File: src/rtl/pinshare_pkg.sv
package pinshare_pkg;
   // Bit positions in the function register
   localparam int FN_HI_CTR = 0;   // aux pin 0 to high-frequency counter
   localparam int FN_LO_CTR = 1;   // aux pin 1 to low-frequency counter
   localparam int FN_UL_OUT = 2;   // unlock flag takes over the shared port
   localparam int FN_W      = 3;
   localparam int AUX_W     = 2;   // input-only pins
endpackage

File: src/rtl/pinshare_reg.sv
module pinshare_reg #(
   parameter int          W   = 6,
   parameter logic [W-1:0] RST = '0
) (
   input  logic         clk,
   input  logic         rst_n,
   input  logic         we,
   input  logic [W-1:0] d,
   output logic [W-1:0] q
);
   always_ff @(posedge clk or negedge rst_n) begin
      if (!rst_n)  q <= RST;
      else if (we) q <= d;
   end
endmodule

File: src/rtl/pinshare_sync.sv
module pinshare_sync #(
   parameter int W      = 8,
   parameter int STAGES = 2
) (
   input  logic         clk,
   input  logic         rst_n,
   input  logic [W-1:0] d,
   output logic [W-1:0] q
);
   logic [STAGES-1:0][W-1:0] st;

   genvar s;
   generate
      for (s = 0; s < STAGES; s++) begin : g_stage
         if (s == 0) begin : g_first
            always_ff @(posedge clk or negedge rst_n) begin
               if (!rst_n) st[0] <= '0;
               else        st[0] <= d;
            end
         end else begin : g_next
            always_ff @(posedge clk or negedge rst_n) begin
               if (!rst_n) st[s] <= '0;
               else        st[s] <= st[s-1];
            end
         end
      end
   endgenerate

   assign q = st[STAGES-1];
endmodule

File: src/rtl/pinshare_drive.sv
module pinshare_drive #(
   parameter int N       = 6,
   parameter int UL_PORT = 5
) (
   input  logic [N-1:0] dir,
   input  logic [N-1:0] dat,
   input  logic         ul_en,
   input  logic         lock_lost,
   output logic [N-1:0] drv_lo
);
   genvar i;
   generate
      for (i = 0; i < N; i++) begin : g_pin
         if (i == UL_PORT) begin : g_shared
            assign drv_lo[i] = ul_en ? lock_lost : (dir[i] & ~dat[i]);
         end else begin : g_plain
            assign drv_lo[i] = dir[i] & ~dat[i];
         end
      end
   endgenerate
endmodule

File: src/rtl/pinshare_ctrl.sv
module pinshare_ctrl
   import pinshare_pkg::*;
#(
   parameter int               N_IO        = 6,
   parameter int               UL_PORT     = 5,
   parameter int               SYNC_STAGES = 2,
   parameter logic [N_IO-1:0]  DIR_RST     = 6'b001000
) (
   input  logic                  clk,
   input  logic                  rst_n,
   input  logic                  dir_wr,
   input  logic [N_IO-1:0]       dir_wdata,
   input  logic                  dat_wr,
   input  logic [N_IO-1:0]       dat_wdata,
   input  logic                  fn_wr,
   input  logic [FN_W-1:0]       fn_wdata,
   input  logic                  lock_lost,
   input  logic [N_IO-1:0]       pad_io_in,
   input  logic [AUX_W-1:0]      pad_aux_in,
   output logic [N_IO-1:0]       pad_drv_lo,
   output logic                  hctr_out,
   output logic                  lctr_out,
   output logic [N_IO+AUX_W-1:0] rd_data
);
   localparam int RD_W = N_IO + AUX_W;

   generate
      if (N_IO < 1)              begin : g_bad_n    $error("N_IO must be at least 1"); end
      if (UL_PORT >= N_IO)       begin : g_bad_ul   $error("UL_PORT outside port range"); end
      if (SYNC_STAGES < 2)       begin : g_bad_sync $error("SYNC_STAGES must be at least 2"); end
   endgenerate

   logic [N_IO-1:0]  dir_q;
   logic [N_IO-1:0]  dat_q;
   logic [FN_W-1:0]  fn_q;
   logic [RD_W-1:0]  sync_q;
   logic [RD_W-1:0]  rd_mask;

   pinshare_reg #(.W(N_IO), .RST(DIR_RST)) u_dir (
      .clk(clk), .rst_n(rst_n), .we(dir_wr), .d(dir_wdata), .q(dir_q));

   pinshare_reg #(.W(N_IO), .RST({N_IO{1'b1}})) u_dat (
      .clk(clk), .rst_n(rst_n), .we(dat_wr), .d(dat_wdata), .q(dat_q));

   pinshare_reg #(.W(FN_W), .RST({FN_W{1'b0}})) u_fn (
      .clk(clk), .rst_n(rst_n), .we(fn_wr), .d(fn_wdata), .q(fn_q));

   pinshare_drive #(.N(N_IO), .UL_PORT(UL_PORT)) u_drv (
      .dir(dir_q), .dat(dat_q), .ul_en(fn_q[FN_UL_OUT]),
      .lock_lost(lock_lost), .drv_lo(pad_drv_lo));

   pinshare_sync #(.W(RD_W), .STAGES(SYNC_STAGES)) u_sync (
      .clk(clk), .rst_n(rst_n), .d({pad_aux_in, pad_io_in}), .q(sync_q));

   // Counter-owned aux pins read back as zero
   always_comb begin
      rd_mask = '1;
      rd_mask[N_IO + 0] = ~fn_q[FN_HI_CTR];
      rd_mask[N_IO + 1] = ~fn_q[FN_LO_CTR];
   end

   assign rd_data  = sync_q & rd_mask;
   assign hctr_out = fn_q[FN_HI_CTR] & pad_aux_in[0];
   assign lctr_out = fn_q[FN_LO_CTR] & pad_aux_in[1];
endmodule

File: config.mk
export PLATFORM = sky130hd
export DESIGN_NAME = pinshare_ctrl
export DESIGN_NICKNAME = d
export VERILOG_FILES = /design/src/rtl/pinshare_pkg.sv /design/src/rtl/pinshare_reg.sv /design/src/rtl/pinshare_sync.sv /design/src/rtl/pinshare_drive.sv /design/src/rtl/pinshare_ctrl.sv
export SDC_FILE = /design/constraint.sdc
export NUM_CORES = 1
export LEC_CHECK = 0
export BUFFER_PORTS_ARGS = -buffer_cell sky130_fd_sc_hd__buf_2
export CAP_MARGIN = 30
export CORE_MARGIN = 4
export CORE_UTILIZATION = 43
export CTS_CLUSTER_DIAMETER = 100
export DETAILED_ROUTE_END_ITERATION = 8
export MAX_ROUTING_LAYER = met4
export PLACE_DENSITY = 0.72
export SLEW_MARGIN = 10
export SYNTH_ARGS = -nofsm -noshare
export SYNTH_HDL_FRONTEND = slang
export SYNTH_SLANG_ARGS = --single-unit
File: constraint.sdc
create_clock -name clk -period 1.4 [get_ports clk]
set_clock_uncertainty 0.2 [all_clocks]
set_input_delay 0.21 -clock clk [delete_from_list [all_inputs] [get_ports clk]]
set_output_delay 0.21 -clock clk [all_outputs]
set_load 0.01 [all_outputs]
==> impl_results.md, run 1 <==
- Crit path from: u_dir.q[3]
- # setup viols final: 8
- GR peak layer: met2
- CTS tree: yes
- Final min period: 1.51 ns
- Async SR Flop Fraction: 1.00
- Die Wd: 59.4 um
- Worst path required time: 0.99 ns
- Post-synth EDFFs: 0
- Cell-internal power: 1.36 mW
- Clock share of power: 0.264
- Hold WS: 0.104 ns
- Inst Count DP: 133
- Grt ovf: 0
- Flop pwr share: 0.575
- Reg2Reg Setup Slack: 0.37 ns
- Tcrit/Tclk final: 1.08
- I/O Buffers: 44
- Clock sinks: 31
- Initial core utilization: 0.455
- Largest net degree at the start of global routing: 17
- RR Endpoint: u_dir.q[3]
- Logic pwr share: 0.161
- Clock tree buffer depth: 2
- Endpoint type of the worst setup path: output pin
- Max-slew headroom: 0.754
- Placeable Area: 2500 um2
- Worst Hold Class: in2reg
- Vias in the first global route: 879
- WL/cell: 13.4 um
- Post-DP Area: 1350 um2
- CTS clk-pin slew, worst paths: 0.09 ns
- Nets@finish: 165
- Syn avg cell area: 17.2 um2
- Final ANT Viol Nets: 0
- Reg2Reg Depth: 2
- CTS root buf: clkbuf_4
- Biggest area consumer among synthesized cells: dfrtp_1
- Commonest cells post-synth: dfrtp_1 (24), mux2_4 (12), dfstp_2 (7), nor2b_1 (7), buf_4 (6)
- All-Layer GR Usage: 0.155
- Synth warn: 0
- Synth top area share: 0.528
- Final wirelength: 2.24 mm
- Reg2reg start: u_dir.q[3]
- Most common cell in the netlist: dfrtp_1
- Non-Filler Instances: 167
- Crit path max fanout: 2
- Sequential fraction of the synthesis area: 0.690
- CP startpoint kind: register
- Max Slew Vio Count: 0
- Net Count, Synth: 95
- First-pass GRT wire length: 3.78 mm
- Fraction of layout cells with a size suffix above 1: 0.569
- Routing usage on met3: 0.0610
- Post-route cell area: 1670 um2
- Via count: 754
- Final Hold Vio Count: 0
- Die height: 59.4 um
- Pre-antenna DRT Iters: 4
- Via density per instance: 4.51
- Actual slew at the worst max-slew pin: 0.369 ns
- Antenna diodes: 0
- Status: complete, but fails checks
- Largest cells by area after synthesis: dfrtp_1 (53%), dfstp_2 (16%), mux2_4 (16%), buf_4 (4.0%), nor2b_1 (3.9%)
- Die area: 3530 um2
- Worst VDD drop: 754 uV
- Net Switching: 0.405 mW
- RSZ-0062 raised after global routing: yes
- CP endpoint: pad_drv_lo[3]
- Violated checks: negative setup slack
- Level count of the clock H-tree: 2
- Layout Area Growth over Synthesis: 47.0%
- Achievable frequency: 0.662 GHz
- Post-Synthesis Cells: 66
- Count of different cell masters after synthesis: 11
- Synth Flop Type: dfrtp_1
- Number of DRC markers in iteration 0: 10
- MaxCap Viol Count: 0
- Leakage: 0.829 nW
- Std-Cell Rows: 18
- I/O Pins: 45
- Switch share: 0.230
- PnR worst setup slack: -0.112 ns
- Power Dens Cells: 1050 nW/um2
- Met1 Use GR: 0.153
- Routing usage on met2: 0.278
- DRC Markers: 0
- Post-DP HPWL: 1.37 mm
- CP arrival: 1.10 ns
- Synth Cell Area: 1140 um2
- Flops & latches, synth: 31
- Initial antenna violation count: 0
- Total CTS buffers: 5
- Clock Latency Late Sink: 0.31 ns
- CP Class: reg2out
- Final GP Congestion: 0.610
worst min path at each step:
stage,from,endpoint,cells after the start
after floorplan,rst_n,u_dir.q[0],0
after global placement,rst_n,u_sync.q[5],1
after detailed placement,rst_n,u_sync.q[5],1
after CTS,dat_wr,u_dat.q[3],2
after global routing,dat_wr,u_dat.q[5],2
final,dat_wr,u_dat.q[3],2
cell families after synthesis:
logic type,Yosys count,synth area share
buffers and inverters,8,0.0594
flip-flops,31,0.690
multiplexers,15,0.188
AND/OR/NAND/NOR,11,0.0583
AO/OA/AOI/OAI,1,0.00440
flip-flops by register name, indices dropped and copies added, names as in the netlist:
| signal | flops |
|---|---|
| u_sync.st | 8 |
| u_dat.q | 6 |
| u_dir.q | 6 |
| u_fn.q | 3 |
| u_sync.q | 8 |
what timing repair did:
action                                 4_1_cts  5_1_grt
gates resized for setup                      3        2
pin swaps                                    1        1
hold buffers                                25        0
setup buffers                                1        0
setup endpoints to repair                    9       10
endpoints found under the hold margin       48        0
routing by layer:
layer / routed length (um) / vias up / part of all wire
met5: 0 / - / 0
met4: 25 / 0 / 0.011
met3: 181 / 4 / 0.081
met2: 1220 / 36 / 0.54
met1: 814 / 366 / 0.36
li1: - / 348 / -
cells in the final DEF (no fill, tap or decap), drive strengths merged:
cell type and count:
dfrtp 24, nor2b 7, buf 46, clkinv 1, nand2 1, nand2b 1
clkbuf 7, o21ai 1, and2 2, dlygate4sd3 25, dfstp 7, mux2 15
layout make-up:
| cell class | instances | area [um2] |
|---|---|---|
| fillers | 180 | 828 |
| clock buffers | 7 | 45.0 |
| well taps | 30 | 37.5 |
| multi-input cells | 27 | 302 |
| clock inverters | 1 | 5.00 |
| flip-flops and latches | 31 | 785 |
| repair buffers | 71 | 498 |
worst max-delay path, stage by stage (launching register included):
cell and delay (ns):
dfstp_2 0.54, nor2b_1 0.12, buf_2 0.13
through the flow:
stage | TNS (ns) | utilization | setup WS [ns] | total power [mW]
floorplan | 0 | - | 0.225 | 1.15
global placement | 0 | 0.539 | 0.229 | 1.23
detailed placement | 0 | 0.539 | 0.163 | 1.24
CTS | -0.543 | 0.667 | -0.158 | 1.79
global route | -0.987 | 0.669 | -0.179 | 1.87
finish | -0.381 | 0.669 | -0.112 | 1.76
power groups by stage:
stage / combinational (mW) / clock (mW) / sequential (mW)
global route: 0.312 / 0.533 / 1.02
floorplan: 0.133 / 0 / 1.01
detailed placement: 0.221 / 0 / 1.02
finish: 0.284 / 0.465 / 1.01
CTS: 0.284 / 0.491 / 1.01
global placement: 0.215 / 0 / 1.02
(Power assumes the default switching activity.)
==> run 2, diff against run 1 <==
CELL_PAD_IN_SITES_DETAIL_PLACEMENT = 1   (was default)
CELL_PAD_IN_SITES_GLOBAL_PLACEMENT = 1   (was default)
CORE_UTILIZATION = 40   (was 43)
PLACE_DENSITY = default   (was 0.72)
PLACE_DENSITY_LB_ADDON = 0.1   (was default)
SLEW_MARGIN = 20   (was 10)
==> run 2 against run 1 <==
The run still ends with negative setup slack left. Largest power group unchanged. Largest cell class unchanged. Setup slack lost 0.0023 ns. Flip-flop and latch count is the same. Cell count up 0.60%.
==> impl_results.md, run 2 (synthesis gave the netlist of run 1 again) <==
- Violated checks: negative setup slack
- Final wirelength: 2.36 mm
- Crit-path slowest cell: dfstp_2
- PnR worst setup slack: -0.114 ns
- Clock share of power: 0.272
- Flop pwr share: 0.563
- Power Dens Cells: 1060 nW/um2
- Switch share: 0.245
- Largest net degree at the start of global routing: 19
- Total CTS buffers: 5
- Grt ovf: 0
- Top flop regs: u_sync.q: 8 flops, u_sync.st: 8 flops
- First-pass GRT wire length: 3.94 mm
- Most frequent cells in the layout: buf_2 (42), dlygate4sd3_1 (25), dfrtp_1 (24)
- Hold WS: 0.0973 ns
- Worst Hold Class: in2reg
- Crit path largest cell delay: 0.54 ns
- Final core occ: 0.619
- CP arrival: 1.10 ns
- Die Wd: 61.3 um
- Clock sinks: 31
- Via density per instance: 4.49
- Cell-internal power: 1.36 mW
- Max-slew headroom: 0.775
- Commonest non-fill, non-tap cell in the layout: buf_2
- Routing usage on met3: 0.0461
- Crit path max fanout: 2
- Hold path cells: 2
- MaxCap Viol Count: 0
- Final min period: 1.51 ns
- GR peak layer: met2
- # setup viols final: 6
- I/O Pins: 45
- Achievable frequency: 0.661 GHz
- Logic pwr share: 0.164
- CP startpoint kind: register
- Clock Latency Late Sink: 0.32 ns
- Placeable Area: 2730 um2
- Post-route cell area: 1690 um2
- CP Cell Sequence: nor2b_4 > buf_6
- I/O Buffers: 44
- Antenna diodes: 0
- Setup TNS: -0.403 ns
- Critical path's top delay family: flip-flops
- Number of DRC markers in iteration 0: 19
- Fraction of layout cells with a size suffix above 1: 0.584
- Die area: 3760 um2
- Critical Path Stages: 2
- Post-DP Area: 1350 um2
- CTS clk-pin slew, worst paths: 0.09 ns
- Status: complete, but fails checks
- Met1 Use GR: 0.176
- Via count: 754
- All-Layer GR Usage: 0.159
- Endpoint type of the worst setup path: output pin
- Max Slew Vio Count: 0
- Final ANT Viol Nets: 0
- WL/cell: 14.1 um
- Tot Pwr: 1.79 mW
- CTS root buf: clkbuf_4
- Reg2Reg Depth: 1
- Clock tree buffer depth: 2
- Net Switching: 0.439 mW
- Worst path required time: 0.99 ns
- RSZ-0062 raised after global routing: yes
- Actual slew at the worst max-slew pin: 0.337 ns
- Final Hold Vio Count: 0
- Initial antenna violation count: 0
- Std-Cell Rows: 19
- Vias in the first global route: 864
- DRC Markers: 0
- Tcrit/Tclk final: 1.08
- Leakage: 0.842 nW
- Layout Area Growth over Synthesis: 48.8%
- CTS tree: yes
- Pre-antenna DRT Iters: 3
- CP Class: reg2out
- Routing usage on met2: 0.248
- Worst VDD drop: 711 uV
- Crit path buf inv count: 1
- Level count of the clock H-tree: 2
- Initial core utilization: 0.416
- Final GP Congestion: 0.604
- Die height: 61.3 um
- Nets@finish: 165
run 2: cell count changes in the layout (fill, tap and decap cells not counted), sizes merged:
cell and change:
clkinv +2, clkbuf -2
run 2: metal layers:
layer	vias up	share of wire
met3	8	0.065
li1	347	-
met2	30	0.50
met4	0	0.028
met1	369	0.40
met5	-	0
run 2: what timing repair did:
item,in CTS,in global routing
hold buffers,25,0
resized for setup,5,3
setup buffers,1,0
endpoints found under the hold margin,51,0
setup endpoints to repair,8,10
run 2: final timing paths:
path                              start             to  slack [ns]
max                          u_dir.q[3]  pad_drv_lo[3]       -0.11
min                              dir_wr     u_dir.q[1]         0.1
max reg2reg                  u_dir.q[5]     u_dir.q[5]        0.37
min reg2reg                u_sync.st[3]    u_sync.q[3]        0.16
max in group asynchronous         rst_n     u_dat.q[5]        0.41
min in group asynchronous         rst_n    u_sync.q[1]        0.11
run 2: final cells by class:
class,count,area (um2)
flip-flops and latches,31,785
fillers,267,1040
clock buffers,5,37.5
repair buffers,71,510
clock inverters,3,15.0
multi-input cells,27,307
well taps,31,38.8
run 2: power groups by stage:
stage	Sequential, mW	Combinational (mW)	Clock (mW)
after global placement	1.02	0.217	0
after global routing	1.02	0.325	0.543
after floorplan	1.01	0.133	0
after CTS	1.01	0.291	0.513
after detailed placement	1.02	0.222	0
final	1.01	0.295	0.489
run 2: metrics by stage:
stage | setup WS [ns] | instances
detailed placement | 0.185 | 134
CTS | -0.142 | 168
global placement | 0.228 | 134
finish | -0.114 | 168
global route | -0.186 | 168
floorplan | 0.225 | 66
